--- src/rtl/pcs_pkg.sv ---
package pcs_pkg;
  localparam logic [2:0] OP_JUMP    = 3'd0;
  localparam logic [2:0] OP_CALL    = 3'd1;
  localparam logic [2:0] OP_RETURN  = 3'd2;
  localparam logic [2:0] OP_RESTART = 3'd3;
  localparam logic [2:0] OP_HL2PC   = 3'd4;
  localparam logic [2:0] OP_SWAP    = 3'd5;

  typedef enum logic [3:0] {
    ST_IDLE,
    ST_PUSH_HI,
    ST_PUSH_LO,
    ST_POP_LO,
    ST_POP_HI,
    ST_POP_END,
    ST_SW_RD_LO,
    ST_SW_RD_HI,
    ST_SW_WR_LO,
    ST_SW_WR_HI
  } seq_state_t;
endpackage

--- src/rtl/pcs_cond_eval.sv ---
module pcs_cond_eval (
  input  logic [2:0] code,
  input  logic       flag_s,
  input  logic       flag_z,
  input  logic       flag_p,
  input  logic       flag_cy,
  output logic       pass
);
  logic sel;
  // code[2:1] picks the flag, code[0] picks the polarity that passes
  always_comb begin
    case (code[2:1])
      2'b00:   sel = flag_z;
      2'b01:   sel = flag_cy;
      2'b10:   sel = flag_p;
      default: sel = flag_s;
    endcase
  end
  assign pass = code[0] ? sel : ~sel;
endmodule

--- src/rtl/pcs_vector.sv ---
module pcs_vector #(
  parameter int NUM_W   = 3,
  parameter int SHIFT   = 3,
  parameter int ADDR_W  = 16
) (
  input  logic [NUM_W-1:0]  num,
  output logic [ADDR_W-1:0] vec
);
  assign vec = ADDR_W'(num) << SHIFT;
endmodule

--- src/rtl/pc_stack_seq.sv ---
module pc_stack_seq
  import pcs_pkg::*;
#(
  parameter int DATA_W    = 8,
  parameter int RST_W     = 3,
  parameter int VEC_SHIFT = 3,
  parameter logic [2*DATA_W-1:0] SP_INIT = '0,
  localparam int ADDR_W   = 2 * DATA_W
) (
  input  logic              clk,
  input  logic              rst,
  input  logic              cmd_valid,
  input  logic [2:0]        cmd_op,
  input  logic              cmd_cond_en,
  input  logic [2:0]        cmd_cond,
  input  logic [ADDR_W-1:0] cmd_target,
  input  logic [ADDR_W-1:0] next_pc,
  input  logic [RST_W-1:0]  rst_num,
  input  logic              flag_s,
  input  logic              flag_z,
  input  logic              flag_p,
  input  logic              flag_cy,
  input  logic [ADDR_W-1:0] hl_in,
  output logic [ADDR_W-1:0] mem_addr,
  output logic              mem_we,
  output logic              mem_re,
  output logic [DATA_W-1:0] mem_wdata,
  input  logic [DATA_W-1:0] mem_rdata,
  output logic [ADDR_W-1:0] pc_out,
  output logic [ADDR_W-1:0] sp_out,
  output logic [ADDR_W-1:0] hl_out,
  output logic              hl_we,
  output logic              busy,
  output logic              done
);
  localparam logic [ADDR_W-1:0] ONE = ADDR_W'(1);
  localparam logic [ADDR_W-1:0] TWO = ADDR_W'(2);

  seq_state_t        st_q;
  logic [ADDR_W-1:0] pc_q, sp_q, tgt_q, hl_q, hl_out_q, addr_q;
  logic [DATA_W-1:0] ret_lo_q, lo_q, wdata_q;
  logic              we_q, re_q, done_q, hl_we_q;
  logic              cond_ok, go;
  logic [ADDR_W-1:0] vec;

  pcs_cond_eval u_cond (
    .code(cmd_cond), .flag_s(flag_s), .flag_z(flag_z),
    .flag_p(flag_p), .flag_cy(flag_cy), .pass(cond_ok)
  );

  pcs_vector #(.NUM_W(RST_W), .SHIFT(VEC_SHIFT), .ADDR_W(ADDR_W)) u_vec (
    .num(rst_num), .vec(vec)
  );

  assign go = !cmd_cond_en || cond_ok;

  always_ff @(posedge clk) begin
    if (rst) begin
      st_q     <= ST_IDLE;
      pc_q     <= '0;
      sp_q     <= SP_INIT;
      tgt_q    <= '0;
      hl_q     <= '0;
      hl_out_q <= '0;
      addr_q   <= '0;
      ret_lo_q <= '0;
      lo_q     <= '0;
      wdata_q  <= '0;
      we_q     <= 1'b0;
      re_q     <= 1'b0;
      done_q   <= 1'b0;
      hl_we_q  <= 1'b0;
    end else begin
      we_q    <= 1'b0;
      re_q    <= 1'b0;
      done_q  <= 1'b0;
      hl_we_q <= 1'b0;
      case (st_q)
        ST_IDLE: begin
          if (cmd_valid) begin
            case (cmd_op)
              OP_JUMP: begin
                pc_q   <= go ? cmd_target : next_pc;
                done_q <= 1'b1;
              end
              OP_CALL, OP_RESTART: begin
                if (cmd_op == OP_RESTART || go) begin
                  tgt_q    <= (cmd_op == OP_RESTART) ? vec : cmd_target;
                  ret_lo_q <= next_pc[DATA_W-1:0];
                  sp_q     <= sp_q - ONE;
                  addr_q   <= sp_q - ONE;
                  wdata_q  <= next_pc[ADDR_W-1:DATA_W];
                  we_q     <= 1'b1;
                  st_q     <= ST_PUSH_HI;
                end else begin
                  pc_q   <= next_pc;
                  done_q <= 1'b1;
                end
              end
              OP_RETURN: begin
                addr_q <= sp_q;
                re_q   <= 1'b1;
                st_q   <= ST_POP_LO;
              end
              OP_HL2PC: begin
                pc_q   <= hl_in;
                done_q <= 1'b1;
              end
              OP_SWAP: begin
                hl_q   <= hl_in;
                addr_q <= sp_q;
                re_q   <= 1'b1;
                st_q   <= ST_SW_RD_LO;
              end
              default: ;
            endcase
          end
        end
        ST_PUSH_HI: begin
          sp_q    <= sp_q - ONE;
          addr_q  <= sp_q - ONE;
          wdata_q <= ret_lo_q;
          we_q    <= 1'b1;
          st_q    <= ST_PUSH_LO;
        end
        ST_PUSH_LO: begin
          pc_q   <= tgt_q;
          done_q <= 1'b1;
          st_q   <= ST_IDLE;
        end
        ST_POP_LO: begin
          addr_q <= sp_q + ONE;
          re_q   <= 1'b1;
          st_q   <= ST_POP_HI;
        end
        ST_POP_HI: begin
          lo_q <= mem_rdata;
          st_q <= ST_POP_END;
        end
        ST_POP_END: begin
          pc_q   <= {mem_rdata, lo_q};
          sp_q   <= sp_q + TWO;
          done_q <= 1'b1;
          st_q   <= ST_IDLE;
        end
        ST_SW_RD_LO: begin
          addr_q <= sp_q + ONE;
          re_q   <= 1'b1;
          st_q   <= ST_SW_RD_HI;
        end
        ST_SW_RD_HI: begin
          lo_q    <= mem_rdata;
          addr_q  <= sp_q;
          wdata_q <= hl_q[DATA_W-1:0];
          we_q    <= 1'b1;
          st_q    <= ST_SW_WR_LO;
        end
        ST_SW_WR_LO: begin
          hl_out_q <= {mem_rdata, lo_q};
          addr_q   <= sp_q + ONE;
          wdata_q  <= hl_q[ADDR_W-1:DATA_W];
          we_q     <= 1'b1;
          st_q     <= ST_SW_WR_HI;
        end
        ST_SW_WR_HI: begin
          hl_we_q <= 1'b1;
          done_q  <= 1'b1;
          st_q    <= ST_IDLE;
        end
        default: st_q <= ST_IDLE;
      endcase
    end
  end

  assign mem_addr  = addr_q;
  assign mem_we    = we_q;
  assign mem_re    = re_q;
  assign mem_wdata = wdata_q;
  assign pc_out    = pc_q;
  assign sp_out    = sp_q;
  assign hl_out    = hl_out_q;
  assign hl_we     = hl_we_q;
  assign done      = done_q;
  assign busy      = (st_q != ST_IDLE);
endmodule

--- config.mk ---
export PLATFORM = sky130hd
export DESIGN_NAME = pc_stack_seq
export DESIGN_NICKNAME = d
export VERILOG_FILES = /design/src/rtl/pcs_pkg.sv /design/src/rtl/pcs_cond_eval.sv /design/src/rtl/pcs_vector.sv /design/src/rtl/pc_stack_seq.sv
export SDC_FILE = /design/constraint.sdc
export NUM_CORES = 1
export LEC_CHECK = 0
export BUFFER_PORTS_ARGS = -buffer_cell sky130_fd_sc_hd__buf_2
export CORE_MARGIN = 5
export CORE_UTILIZATION = 40
export DETAILED_ROUTE_END_ITERATION = 16
export HOLD_SLACK_MARGIN = 0.02
export PLACE_DENSITY = 0.61
export SYNTH_ARGS = -nofsm -noshare
export SYNTH_HDL_FRONTEND = slang
export SYNTH_HIERARCHICAL = 1
export SYNTH_SLANG_ARGS = --single-unit
--- constraint.sdc ---
create_clock -name clk -period 2.6 [get_ports clk]
set_input_delay 0.65 -clock clk [delete_from_list [all_inputs] [get_ports clk]]
set_output_delay 0.65 -clock clk [all_outputs]
set_load 0.01 [all_outputs]
==> impl_metrics.csv <==
group,metric,value,unit
yosys,yosysSeqAreaShare,36.2,%
layout,num_antenna_cells,0,
sta,clock.fmax,403,MHz
yosys,postSynth.asyncResetShare,0,%
detailed_routing,viasPerCell,5.69,
detailed_routing,wire_per_inst,18.4,um
layout,final_area,8910,um^2
placed_design,place_area,8330,um^2
worst_setup_path,critPathRequiredTime,2.88,ns
clock_tree,path_clk_slew,0.06,ns
yosys,yosysMostFrequentCell,"dfxtp_1",
floorplanning,fp-row-count,48,
grt,grt.total_usage,22.4,%
yosys,yosys_warnings,6,
detailed_routing,drtIter0Drc,453,
yosys,ys_top_cells_by_count,"128 x dfxtp_1, 106 x nor2_1, 78 x nand2_1",
sta,holdWs,0.453,ns
layout,seqCellArea,2560,um^2
yosys,synth_area_leaders,"dfxtp_1 36%, nor2_1 5.6%, mux2i_1 5.1%",
detailed_routing,drt_drc_violations_left,0,
yosys,syn_area_per_cell,8.13,um^2
detailed_routing,drt-pass1-iter-count,5,
clock_tree,clockBufferDepth,2,
floorplanning,die_area,20400,um^2
layout,fillCellCount,1728,
layout,post-route-util,51.5,%
yosys,syn_inst,870,
worst_setup_path,arrival,2.76,ns
clock_tree,cts_buffers,17,
sta,tns,0,ns
clock_tree,clk_latency,0.42,ns
power_and_ir_drop,power.density,783,nW/um^2
clock_tree,clock-sinks,128,
worst_setup_path,critical_path_class,"input pin to register",
yosys,synth-seq-cells,128,
sta,slew_headroom,47.6,%
layout,layout.nets,1100,
grt,grt_first_pass_wirelength,36.5,mm
clock_tree,cts-root-buf,"clkbuf_16",
yosys,netlist_area,7070,um^2
grt,grt_max_degree,59,
sta,worst_pin_slew,0.782,ns
detailed_routing,drt_wl_total,23.2,mm
grt,antenna_found_initial,1,
detailed_routing,antenna_left,0,
min_path,holdCritPathClass,"register to register",
sta,grt_setup_unrepaired,"false",
sta,period_needed,2.48,ns
power_and_ir_drop,power,6.97,mW
yosys,ys_types,84,
clock_tree,h-tree-depth,4,
yosys,yosysTopAreaCellShare,36.2,%
layout,multi_input_area,4090,um^2
floorplanning,ios,150,
clock_tree,cts_tree,"done",
run_status,status,"complete, no violations",
worst_setup_path,critPathCaptureType,"register",
sta,drv_slew,0,
sta,fin_skew,0.0138,ns
clock_tree,hold_buffers,0,
floorplanning,start_util,40.9,%
grt,grt_pass1_vias,6781,
detailed_routing,vias,7176,
grt,gr-total-overflow,0,
layout,drive_above_1_share,28.1,%
worst_setup_path,crit_fanout,8,
worst_setup_path,cp-start-kind,"input pin",
yosys,synth_top_cell_by_area,"dfxtp_1",
placed_design,hpwl,17.2,mm
yosys,yosys_most_used_dff,"dfxtp_1",
power_and_ir_drop,p_leak,3.80,nW
sta,setup_violations,0,
floorplanning,coreArea,17300,um^2
run,max_cap_viol_count,0,
sta,fin_crit_sh,95.4,%
floorplanning,fp.dieH,143,um
floorplanning,fp.dieW,143,um
placed_design,io_buffer_count,149,
placed_design,gp_congestion,0.947,
power_and_ir_drop,peakVddDrop,512,uV
layout,area_growth_syn_to_layout,26.1,%
yosys,synth_edf_count,0,
sta,hold_viol,0,
==> power by group <==
part	internal, mW	switching [mW]
Sequential	2.17	0.187
Clock	1.39	0.959
Combinational	1.01	1.26
Total	4.57	2.40
==> registers in the layout, indices dropped and copies added (netlist names), 4 cells and up <==
register / cells
sp_out: 16
lo_q: 8
hl_q: 16
hl_out: 16
mem_addr: 16
pc_out: 16
mem_wdata: 8
ret_lo_q: 8
st_q: 4
tgt_q: 16
==> final cells by class <==
cell class / instances / share of cell area, %
tap: 225 / 3.16
clock buffer: 20 / 5.12
inverter: 13 / 0.548
multi-input combinational: 643 / 45.9
clock inverter: 12 / 1.36
sequential: 128 / 28.8
timing repair buffer: 220 / 15.2
==> critical path: stages <==
cell and delay (ns):
buf_2 0.09, mux4_2 0.51, xnor2_2 0.19, or3b_4 0.37, a21o_1 0.23, a21o_1 0.27, buf_4 0.20, o21ai_0 0.17
a31oi_1 0.07
==> stage by stage <==
step	setup WS [ns]	instances
after floorplan	-0.00593	882
after global placement	-0.241	1229
after detailed placement	-0.265	1229
after CTS	0.0896	1261
after global routing	0.0137	1261
final	0.120	1261
==> cell families after synthesis <==
kind of cell,count (synthesis),share of synthesized area [%]
adders and majority gates,4,0.708
AOI/OAI and AO/OA,241,23.5
xor gates and xnor gates,16,1.98
buffers and inverters,111,7.66
and+or+nand+nor,329,23.9
DFF,128,36.2
muxes,40,5.95
other,1,0.0530
==> layer usage <==
| metal | global-route usage [%] | up-vias | wire length (um) |
|---|---|---|---|
| met5 | 0 | - | 7 |
| met4 | 4.05 | 2 | 245 |
| met3 | 5.36 | 18 | 1340 |
| met2 | 39.5 | 247 | 11700 |
| met1 | 28.3 | 3417 | 9990 |
| li1 | - | 3492 | - |
==> final timing paths <==
kind / startpoint / end / slack, ns / depth (start not counted)
worst max-delay path: cmd_cond[1] / mem_addr[10] / 0.12 / 9
worst min-delay path: hl_out[4] / hl_out[4] / 0.45 / 2
worst max register to register: st_q[0] / pc_out[2] / 0.25 / 8
worst min register to register: hl_out[4] / hl_out[4] / 0.45 / 2
==> cells in the final DEF (no fill, tap or decap), drive strengths merged, types with 5 or more instances in the layout <==
cell type	Yosys	final
buf	50	220
dfxtp	128	128
nor2	106	106
nand2	78	78
a21oi	64	64
o21ai	57	57
nand3	49	49
a311oi	40	40
mux2i	36	36
clkbuf	48	20
a221oi	19	19
inv	13	19
nor3	15	15
conb	1	13
xnor2	9	9
nor4	9	9
a222oi	8	8
o211ai	7	7
xor2	7	7
or3	7	7
nand4	6	6
a211oi	6	6
and4	6	6
nor4b	6	6
a31oi	6	6
or4	5	5
and3	5	5
or2	5	5
or3b	5	5
==> what timing repair did <==
item	4_1_cts	5_1_grt
gates resized for setup	0	1
setup buffers	0	0
endpoints found under the setup margin	0	1
Power figures use the tool's default switching activity.
